==> src/rtl/pwr_gate_pkg.sv <==
package pwr_gate_pkg;

    localparam int DLY_W = 6;
    localparam int DATA_W = 32;

    typedef enum logic [1:0] {
        SQ_IDLE,
        SQ_LEAD,
        SQ_TRAIL
    } sq_state_e;

    typedef struct packed {
        sq_state_e         st;
        logic              dir_up;
        logic [DLY_W-1:0]  cnt;
        logic [DLY_W-1:0]  hold;
        logic              iso;
        logic              pwr;
    } sq_regs_t;

    // Byte base address of a domain's register group.
    function automatic int unsigned dom_base(input int idx);
        case (idx)
            0:       return 32'h200;
            1:       return 32'h240;
            default: return 32'h260;
        endcase
    endfunction

    // Position of a domain's power-down request bit in the shared word.
    function automatic int dn_pos(input int idx);
        case (idx)
            0:       return 0;
            1:       return 4;
            default: return 6;
        endcase
    endfunction

endpackage

==> src/rtl/pwr_gate_dec.sv <==
module pwr_gate_dec
    import pwr_gate_pkg::*;
#(
    parameter int NUM_DOM = 3,
    parameter int ADDR_W  = 10
) (
    input  logic [ADDR_W-1:0]  addr_i,
    output logic               gctl_hit_o,
    output logic [NUM_DOM-1:0] dom_hit_o,
    output logic [1:0]         reg_idx_o
);

    assign gctl_hit_o = (addr_i[ADDR_W-1:2] == '0);
    assign reg_idx_o  = addr_i[3:2];

    for (genvar d = 0; d < NUM_DOM; d++) begin : g_dom
        localparam logic [ADDR_W-1:0] BASE = ADDR_W'(dom_base(d));
        assign dom_hit_o[d] = (addr_i[ADDR_W-1:4] == BASE[ADDR_W-1:4]);
    end

    logic unused_byte_bits;
    assign unused_byte_bits = ^addr_i[1:0];

endmodule

==> src/rtl/pwr_gate_seq.sv <==
module pwr_gate_seq
    import pwr_gate_pkg::*;
(
    input  logic             clk_i,
    input  logic             rst_ni,
    input  logic             go_dn_i,
    input  logic             go_up_i,
    input  logic [DLY_W-1:0] dn_lead_i,
    input  logic [DLY_W-1:0] dn_trail_i,
    input  logic [DLY_W-1:0] up_lead_i,
    input  logic [DLY_W-1:0] up_trail_i,
    output logic             iso_o,
    output logic             pwr_o,
    output logic             busy_o,
    output logic             fin_dn_o,
    output logic             fin_up_o
);

    sq_regs_t s_d, s_q;

    always_comb begin
        s_d      = s_q;
        fin_dn_o = 1'b0;
        fin_up_o = 1'b0;
        case (s_q.st)
            SQ_IDLE: begin
                if (go_dn_i) begin
                    s_d.st     = SQ_LEAD;
                    s_d.dir_up = 1'b0;
                    s_d.cnt    = dn_lead_i;
                    s_d.hold   = dn_trail_i;
                    s_d.iso    = 1'b1;
                end else if (go_up_i) begin
                    s_d.st     = SQ_LEAD;
                    s_d.dir_up = 1'b1;
                    s_d.cnt    = up_lead_i;
                    s_d.hold   = up_trail_i;
                    s_d.pwr    = 1'b1;
                end
            end
            SQ_LEAD: begin
                if (s_q.cnt == '0) begin
                    s_d.st  = SQ_TRAIL;
                    s_d.cnt = s_q.hold;
                end else begin
                    s_d.cnt = s_q.cnt - 1'b1;
                end
            end
            SQ_TRAIL: begin
                if (s_q.cnt == '0) begin
                    s_d.st = SQ_IDLE;
                    if (s_q.dir_up) begin
                        s_d.iso  = 1'b0;
                        fin_up_o = 1'b1;
                    end else begin
                        s_d.pwr  = 1'b0;
                        fin_dn_o = 1'b1;
                    end
                end else begin
                    s_d.cnt = s_q.cnt - 1'b1;
                end
            end
            default: s_d.st = SQ_IDLE;
        endcase
    end

    always_ff @(posedge clk_i or negedge rst_ni) begin
        if (!rst_ni) begin
            s_q <= '{st: SQ_IDLE, dir_up: 1'b0, cnt: '0, hold: '0, iso: 1'b0, pwr: 1'b1};
        end else begin
            s_q <= s_d;
        end
    end

    assign iso_o  = s_q.iso;
    assign pwr_o  = s_q.pwr;
    assign busy_o = (s_q.st != SQ_IDLE);


    unpowered_isolated_chk: assert property (@(posedge clk_i) disable iff (!rst_ni)
        !pwr_o |-> iso_o);


    switch_on_isolated_chk: assert property (@(posedge clk_i) disable iff (!rst_ni)
        $rose(pwr_o) |-> iso_o);


    start_when_idle_chk: assert property (@(posedge clk_i) disable iff (!rst_ni)
        (go_dn_i || go_up_i) |-> !busy_o);

endmodule

==> src/rtl/pwr_gate_ctl.sv <==
module pwr_gate_ctl
    import pwr_gate_pkg::*;
#(
    parameter int NUM_DOM = 3,
    parameter int ADDR_W  = 10
) (
    input  logic               clk_i,
    input  logic               rst_ni,
    input  logic               bus_sel_i,
    input  logic               bus_wr_i,
    input  logic [ADDR_W-1:0]  bus_addr_i,
    input  logic [31:0]        bus_wdata_i,
    output logic [31:0]        bus_rdata_o,
    output logic [NUM_DOM-1:0] iso_en_o,
    output logic [NUM_DOM-1:0] pwr_on_o
);

    typedef struct packed {
        logic [NUM_DOM-1:0]            dn_req;
        logic [NUM_DOM-1:0]            up_req;
        logic [NUM_DOM-1:0]            gate_en;
        logic [NUM_DOM-1:0][DLY_W-1:0] pu_lead;
        logic [NUM_DOM-1:0][DLY_W-1:0] pu_trail;
        logic [NUM_DOM-1:0][DLY_W-1:0] pd_lead;
        logic [NUM_DOM-1:0][DLY_W-1:0] pd_trail;
        logic [DATA_W-1:0]             rdata;
    } regs_t;

    regs_t r_d, r_q;

    logic               gctl_hit;
    logic [NUM_DOM-1:0] dom_hit;
    logic [1:0]         reg_idx;
    logic [NUM_DOM-1:0] go_dn, go_up, drop_dn, drop_up;
    logic [NUM_DOM-1:0] busy, fin_dn, fin_up;
    logic [DATA_W-1:0]  rd_val;

    pwr_gate_dec #(.NUM_DOM(NUM_DOM), .ADDR_W(ADDR_W)) u_dec (
        .addr_i     (bus_addr_i),
        .gctl_hit_o (gctl_hit),
        .dom_hit_o  (dom_hit),
        .reg_idx_o  (reg_idx)
    );

    for (genvar d = 0; d < NUM_DOM; d++) begin : g_seq
        pwr_gate_seq u_seq (
            .clk_i      (clk_i),
            .rst_ni     (rst_ni),
            .go_dn_i    (go_dn[d]),
            .go_up_i    (go_up[d]),
            .dn_lead_i  (r_q.pd_lead[d]),
            .dn_trail_i (r_q.pd_trail[d]),
            .up_lead_i  (r_q.pu_lead[d]),
            .up_trail_i (r_q.pu_trail[d]),
            .iso_o      (iso_en_o[d]),
            .pwr_o      (pwr_on_o[d]),
            .busy_o     (busy[d]),
            .fin_dn_o   (fin_dn[d]),
            .fin_up_o   (fin_up[d])
        );
    end

    // Arbitration: power-down ahead of power-up; requests with nothing to do are dropped.
    always_comb begin
        go_dn   = '0;
        go_up   = '0;
        drop_dn = '0;
        drop_up = '0;
        for (int d = 0; d < NUM_DOM; d++) begin
            if (!busy[d]) begin
                if (r_q.dn_req[d]) begin
                    if (r_q.gate_en[d] && pwr_on_o[d]) go_dn[d]   = 1'b1;
                    else                               drop_dn[d] = 1'b1;
                end else if (r_q.up_req[d]) begin
                    if (!pwr_on_o[d]) go_up[d]   = 1'b1;
                    else              drop_up[d] = 1'b1;
                end
            end
        end
    end

    // Read mux.
    always_comb begin
        rd_val = '0;
        if (gctl_hit) begin
            for (int d = 0; d < NUM_DOM; d++) begin
                rd_val[dn_pos(d)]     = r_q.dn_req[d];
                rd_val[dn_pos(d) + 1] = r_q.up_req[d];
            end
        end
        for (int d = 0; d < NUM_DOM; d++) begin
            if (dom_hit[d]) begin
                case (reg_idx)
                    2'd0: rd_val[0] = r_q.gate_en[d];
                    2'd1: begin
                        rd_val[5:0]  = r_q.pu_lead[d];
                        rd_val[13:8] = r_q.pu_trail[d];
                    end
                    2'd2: begin
                        rd_val[5:0]  = r_q.pd_lead[d];
                        rd_val[13:8] = r_q.pd_trail[d];
                    end
                    default: begin
                        rd_val[0] = !pwr_on_o[d];
                        rd_val[1] = busy[d];
                    end
                endcase
            end
        end
    end

    // Next state: completion and drop clears first, then software sets (sets win).
    always_comb begin
        r_d        = r_q;
        r_d.dn_req = r_q.dn_req & ~(fin_dn | drop_dn);
        r_d.up_req = r_q.up_req & ~(fin_up | drop_up);
        if (bus_sel_i && bus_wr_i) begin
            if (gctl_hit) begin
                for (int d = 0; d < NUM_DOM; d++) begin
                    if (bus_wdata_i[dn_pos(d)])     r_d.dn_req[d] = 1'b1;
                    if (bus_wdata_i[dn_pos(d) + 1]) r_d.up_req[d] = 1'b1;
                end
            end
            for (int d = 0; d < NUM_DOM; d++) begin
                if (dom_hit[d]) begin
                    case (reg_idx)
                        2'd0: r_d.gate_en[d] = bus_wdata_i[0];
                        2'd1: begin
                            r_d.pu_lead[d]  = bus_wdata_i[5:0];
                            r_d.pu_trail[d] = bus_wdata_i[13:8];
                        end
                        2'd2: begin
                            r_d.pd_lead[d]  = bus_wdata_i[5:0];
                            r_d.pd_trail[d] = bus_wdata_i[13:8];
                        end
                        default: ;
                    endcase
                end
            end
        end
        if (bus_sel_i && !bus_wr_i) r_d.rdata = rd_val;
    end

    always_ff @(posedge clk_i or negedge rst_ni) begin
        if (!rst_ni) r_q <= '0;
        else         r_q <= r_d;
    end

    assign bus_rdata_o = r_q.rdata;

    logic unused_wdata;
    assign unused_wdata = ^{bus_wdata_i[31:14], bus_wdata_i[7:6]};


    unmapped_read_zero_chk: assert property (@(posedge clk_i) disable iff (!rst_ni)
        (bus_sel_i && !bus_wr_i && !gctl_hit && dom_hit == '0) |=> bus_rdata_o == '0);

    for (genvar d = 0; d < NUM_DOM; d++) begin : g_chk

        iso_before_off_chk: assert property (@(posedge clk_i) disable iff (!rst_ni)
            $fell(pwr_on_o[d]) |-> $past(iso_en_o[d]));


        gate_guard_chk: assert property (@(posedge clk_i) disable iff (!rst_ni)
            ($rose(iso_en_o[d]) && pwr_on_o[d]) |-> $past(r_q.gate_en[d]));


        req_hold_chk: assert property (@(posedge clk_i) disable iff (!rst_ni)
            busy[d] |-> (r_q.dn_req[d] || r_q.up_req[d]));
    end

endmodule

==> config.mk <==
export PLATFORM = sky130hd
export DESIGN_NAME = pwr_gate_ctl
export DESIGN_NICKNAME = d
export VERILOG_FILES = /design/src/rtl/pwr_gate_pkg.sv /design/src/rtl/pwr_gate_dec.sv /design/src/rtl/pwr_gate_seq.sv /design/src/rtl/pwr_gate_ctl.sv
export SDC_FILE = /design/constraint.sdc
export NUM_CORES = 1
export LEC_CHECK = 0
export BUFFER_PORTS_ARGS = -buffer_cell sky130_fd_sc_hd__buf_2
export CORE_MARGIN = 1
export CORE_UTILIZATION = 50
export DETAILED_ROUTE_END_ITERATION = 8
export PLACE_DENSITY = 0.72
export REMOVE_ABC_BUFFERS = 1
export SLEW_MARGIN = 20
export SYNTH_ARGS = -nofsm -noshare
export SYNTH_HDL_FRONTEND = slang
export SYNTH_SLANG_ARGS = --single-unit
==> constraint.sdc <==
create_clock -name clk_i -period 2.1 [get_ports clk_i]
set_input_delay 0.42 -clock clk_i [delete_from_list [all_inputs] [get_ports clk_i]]
set_output_delay 0.42 -clock clk_i [all_outputs]
set_load 0.03 [all_outputs]
# Word-level counts from Yosys, hierarchy flattened
# Cells that the tools add are included.
# word_totals
ff_bits,164
inputBits,46
output_inout_bits,38
word_cells,370
# op_classes
add_sub_neg,9
n_lt_le_gt_ge,18
eq_ne,38
n_mux,203
n_bitwise,7
reduce_logical,59
# op_table
op,n
$lt 32x7->1 const B,12
$mux 32,7
$mux 6,37
$add 32x2->32 const B,6
$ge 32x1->1 const B,6
$bwmux 32,5
$mux 1,105
$mux 15,6
$mux 81,1
$pmux 6 s3,3
$reduce_and 3->1,15
$pmux 6 s2,3
$and 32x32->32,1
$bmux 1 s5,6
$demux 1 s5,6
$ne 2x1->1 const B,15
$pmux 4 s2,3
$eq 6x6->1 const B,3
$logic_not 6->1,3
$mux 2,9
$ne 2x2->1 const B,9
$pmux 1 s3,6
$pmux 2 s3,3
$reduce_bool 2->1,9
16 further kinds,55

# Depth between registers and ports, before layout
# depth
ltp_word,19
depth_mapped,8
depth_no_buf,7

# Hierarchy
# From an unflattened synthesis, not the netlist that was laid out.
# hier_totals
hier_cells,802
area_unflattened_um2,8475.6
# modules_own_cells
module,instances,cells_per_inst,area_each_um2,seq_area_each_um2
pwr_gate_ctl,1,389,4877.2,2377.3
pwr_gate_seq,3,134,1173.6,426.7
pwr_gate_dec,1,11,77.6,0.0

# Worst setup path before layout
# No wires, ideal clock.
# synth_timing
path_kind,register to register
from,register g_seq[1].u_seq.s_q[8] in the netlist's numbering
to,register g_seq[1].u_seq.s_q[11] in the netlist's numbering
setup_ps,135
t_arrival_ps,2044
t_required_ps,1965
slack_ps,-79
path_stages_with_launch,9
n_path_buf,1
synth_period_minus_slack_ps,2179
cell_sequence,dfrtp_1 -> inv_1 -> ha_1 -> or4b_4 -> or2_0 -> buf_2 -> mux2_4 -> a221oi_2 -> o22ai_1
# synth_between
elab_chain_len,3
word_cells_on_any_way,7
cone_classes,add/sub: 1; eq/ne: 1; mux: 3; reduce/logical: 2
# synth_rtl
element,line,source
"start, declared",pwr_gate_seq.sv:19,"sq_regs_t s_d, s_q;"
"start signal, assigned",pwr_gate_seq.sv:69,"s_q <= '{st: SQ_IDLE, dir_up: 1'b0, cnt: '0, hold: '0, iso: 1'b0, pwr: 1'b1};"
$sub 6x1->6 / $logic_not 6->1 (equally long branches),n/a,
"$mux 6, or another cell as far along",pwr_gate_seq.sv:50,if (s_q.cnt == '0) begin
$pmux 6 s3 / $reduce_and 3->1 (equally long branches),n/a,
# Several ways; a longest one is shown, not always the timed one. The select of a mux whose other input is x is not followed.
# A chain may end at the register's enable or synchronous reset.

# Worst setup path in the final report
# layout_timing
from,register g_seq[1].u_seq.s_q[9] in the netlist's numbering
to,register g_seq[1].u_seq.s_q[11] in the netlist's numbering
# Same word-level chain as after synthesis.

==> results.md <==
Outcome:
- The run finished, with violations left.
- The checks that failed: negative setup slack.

Die:
- In this run the vertical extent of the chip is about 130 µm.
- The core region is between 15,000 and 20,000 µm².
- From left edge to right edge, the die measures between 100 and 150 µm.
- The die area is between 15,000 and 20,000 µm².
- The initial standard-cell utilization of the core is 0.520.
- The floorplan has 45 rows.
- Pin placement for this block handled 84 I/O pins.

Synthesis:
- After synthesis, the most frequently instantiated cells are dfrtp_1 (143), mux2_2 (91), o21ai_0 (58), nor2_1 (56), nand2_1 (55).
- The number of distinct library cells after synthesis is 66.
- Counting every instance in the synthesized netlist gives 782.
- The warning count from the yosys run is 0.
- The average footprint of a synthesized cell is ~10 µm².
- The summed instance area of the synthesized netlist is approximately 8000 µm².
- In the synthesized netlist the async set-or-reset flop fraction comes to 1.00.
- The share of synthesized area in the top cell type comes to 0.446.
- In this run, synthesis produced a sequential element count of 146.
- The library cell with the largest summed area after synthesis is dfrtp_1.
- By area the synthesized netlist is led by dfrtp_1 (45%), mux2_2 (13%), buf_4 (3.6%).
- The prevailing post-synth register cell is dfrtp_1.
- The count of flip-flops with a built-in enable after synthesis is 0.
- The portion of the post-synthesis area used by sequential elements is 0.456.
- The most common cell in the synthesized netlist is dfrtp_1.

CTS:
- The clock slew at the register clock pins of the worst setup and hold paths is 0.07 ns.
- The tree is rooted in a clkbuf_16.
- TritonCTS built the clock tree.
- The later pin in the worst-skew pair is clocked with a latency of about 0.42 ns.
- The buffer depth of the longest clock path is 2.
- The TritonCTS sink count is about 150.
- In this run, CTS created clock tree buffers numbering 17.
- The number of H-tree branching levels is 4.

Hold path:
- The worst min-delay path category is in2reg.
- The beginning of the worst hold path is bus_wdata_i[6].
- The worst hold path passes through 3 cells.
- The path with the worst hold slack has its endpoint at r_q[112].

STA:
- The smallest hold slack is 0.206 ns.
- The worst pin sits at a relative slew slack of 0.646.
- The minimum clock period after layout is ~2.1 ns.
- Of the available clock period, the critical path in the final layout requires 1.02.
- The final number of max-transition violations was 0.
- The slew at the pin closest to its max-slew limit is between 0.5 and 0.6 ns.
- For the final database, setup skew stands at approximately 0.0087 ns.
- The accumulated negative setup slack is -0.0822 ns.
- Setup repair after global routing could not meet its margin everywhere.
- Setup violations remaining at the end of the flow were counted as 2.
- Once routing completed, OpenROAD measured the worst setup slack at -0.0490 ns.
- The hold violation count in the final report came to 0.
- For this run, the top clock speed supported by timing is around 470 MHz.

Power:
- The static leakage is 4.40 nW.
- The highest ir drop seen on vdd is roughly 0.74 mV.
- The power density normalized to cell area is roughly 1100 nW/µm².

Job:
- The max-cap check violation count is 0.

Detailed routing:
- The per-cell via count in the routed design is 6.02.
- The post-route antenna net violation count is 0.
- The routed design has 21,000 µm of wire.
- In this run, the number of DRC markers left after iteration 0 of detailed routing was just over 500.
- The DRC violation count after routing is 0.
- After detailed routing, the average wire length per cell comes to a little under 20 µm.
- The number of optimization iterations in the first detailed-route pass is 5.
- Across all layers, the routed design uses 6,475 vias.

Layout:
- The fill cell instance count of the final layout is ~1,200.
- The share of post-route cells with drive strength above 1 is 0.311.
- The number of nets in the layout is slightly above 900.
- The number of antenna diodes in the final layout is 0.
- At the end of the flow the core is filled with cells to 0.611.
- The area growth from synthesis to layout is 17.5%.

Global route:
- The initial antenna violation count came to 0.
- The first global-routing pass estimated roughly 34,000 µm of wire.
- Global routing finished with a remaining overflow of 0.
- The largest net degree at the start of global routing is 59.
- Across every metal layer, demand over resource in global routing totals 0.269.
- The via count of the first global-routing pass was approximately 6,300.

Placement:
- At the placement stage, the worst setup path has a slack of -0.140 ns.
- At the end of routability-driven placement, the weighted congestion stood at 0.925.
- The detailed placement HPWL is between 15,000 and 20,000 µm.
- The number of buffers added on ports is 45.

Setup path:
- The origin of the critical flop-to-flop path is g_seq[1].u_seq.s_q[9].
- The nature of the critical path endpoint is a flip-flop.
- The data required time of the worst path is between 2 and 2.5 ns.
- In this run the number of cells on the critical path is 7.
- The arrival time at the worst endpoint is 2.45 ns.
- On the critical path, the stage with the largest delay is an instance of or4b_4.
- The number of cells on the worst reg-to-reg path is 7.
- Traced cell by cell, the critical path runs through inv_2 > ha_4 > or4b_4 > or2_4 > mux2_4 > a221oi_2 > o22ai_1.
- The buffering stage count on the worst path with inverters included is 1.
- The worst setup path is of the reg2reg kind.
- Along the worst path, the maximum fanout reaches 5.
- For this run, the slowest stage of the critical path takes around 0.47 ns.
- The endpoint of the worst register-to-register path is g_seq[1].u_seq.s_q[11].
- The worst register-to-register path has a setup slack of -0.05 ns.
- The source of the critical timing path is g_seq[1].u_seq.s_q[9].
- In this design, the largest share of critical-path delay is due to simple AND/OR/NAND/NOR gates.
- STA classifies the critical path startpoint as a flip-flop.
-- worst reg2reg max path: stages (launching register included) --
cell and delay [ns]:
dfrtp_1 0.39, inv_2 0.08, ha_4 0.13, or4b_4 0.47, or2_4 0.28, mux2_4 0.31
a221oi_2 0.25, o22ai_1 0.12
-- logic make-up (layout without fill, tap and decap cells) --
group,count (synthesis),count (layout),share of synthesized area
DFF,146,146,0.456
buffers and inverters,109,173,0.0708
muxes,117,117,0.161
xor gates and xnor gates,2,2,0.00218
AOI/OAI and AO/OA,206,207,0.171
other,1,18,0.000467
and+or+nand+nor,182,182,0.109
adders and majority gates,19,19,0.0296
-- layout by cell type (no fill, tap or decap), types with 4 or more instances in the layout --
cell	netlist	final
dfrtp_1	143	143
mux2_2	91	89
buf_4	39	59
nand2_1	55	55
o21ai_0	58	54
nor2_1	56	54
a21oi_1	46	46
buf_2	10	44
inv_1	27	25
mux2i_1	25	25
a22oi_1	19	19
nand3_1	18	18
conb_1	1	18
clkbuf_16	0	17
a22o_1	15	15
ha_1	19	15
nor3_1	12	10
a31oi_1	10	10
o221ai_1	7	7
nand2b_1	6	6
nor3b_1	6	6
o31ai_1	6	6
buf_6	0	5
buf_12	0	5
and3_1	4	4
a32o_1	4	4
o211ai_1	4	4
nand4_1	4	4
a211oi_1	4	4
o21ai_1	0	4
-- layout make-up --
| cell class | instances | area (µm²) | area share |
|---|---|---|---|
| clock buffer | 22 | 474 | 0.0503 |
| clock inverter | 10 | 124 | 0.0131 |
| inverter | 27 | 101 | 0.0108 |
| multi-input combinational | 545 | 3980 | 0.422 |
| sequential | 146 | 3660 | 0.388 |
| tap | 211 | 264 | 0.0280 |
| timing repair buffer | 114 | 830 | 0.0880 |
-- per-stage QoR --
stage | total power, W | cell area [µm²] | cells
CTS | 0.00974 | 9290 | 1068
finish | 0.0102 | 9430 | 1075
floorplan | 0.00535 | 7620 | 717
global route | 0.0106 | 9430 | 1075
global placement | 0.00638 | 8640 | 1034
detailed placement | 0.00654 | 8640 | 1034
-- sequential cells by signal, summed over array words and instances (netlist names) --
signal	cells
bus_rdata_o	14
g_seq.u_seq.iso_o	3
g_seq.u_seq.pwr_o	3
g_seq.u_seq.s_q	45
r_q	81
-- layer usage --
metal	up-vias	GRT usage	part of all wire
met4	0	0.0948	0.021
met2	243	0.437	0.48
li1	2953	-	-
met3	39	0.0536	0.063
met5	-	0	0
met1	3240	0.360	0.43
-- worst max-delay path by stage --
stage / slack, ns / end
3_3_place_gp: -0.08 / g_seq[1].u_seq.s_q[11]
4_1_cts: -0.02 / g_seq[1].u_seq.s_q[11]
3_5_place_dp: -0.14 / g_seq[1].u_seq.s_q[13]
5_1_grt: -0.11 / g_seq[1].u_seq.s_q[11]
2_1_floorplan: -0.43 / r_q[44]
6_report: -0.05 / g_seq[1].u_seq.s_q[11]
-- power by group --
group          switching [W]  internal [W]  leakage (nW)  total [W]
clock network        0.00122       0.00186         0.287    0.00308
registers           0.000263       0.00307          1.98    0.00334
logic                0.00210       0.00166          2.13    0.00376
total                0.00358       0.00659          4.40     0.0102
-- repair_timing --
| item | in CTS | in global routing |
|---|---|---|
| resized for setup | 10 | 24 |
| setup endpoints to repair | 6 | 18 |
| pin swaps | 3 | 12 |
| gates cloned | 0 | 1 |
| hold buffers | 1 | 0 |
| endpoints found under the hold margin | 15 | 0 |
| buffers inserted | 1 | 6 |
(Power assumes the default switching activity.)
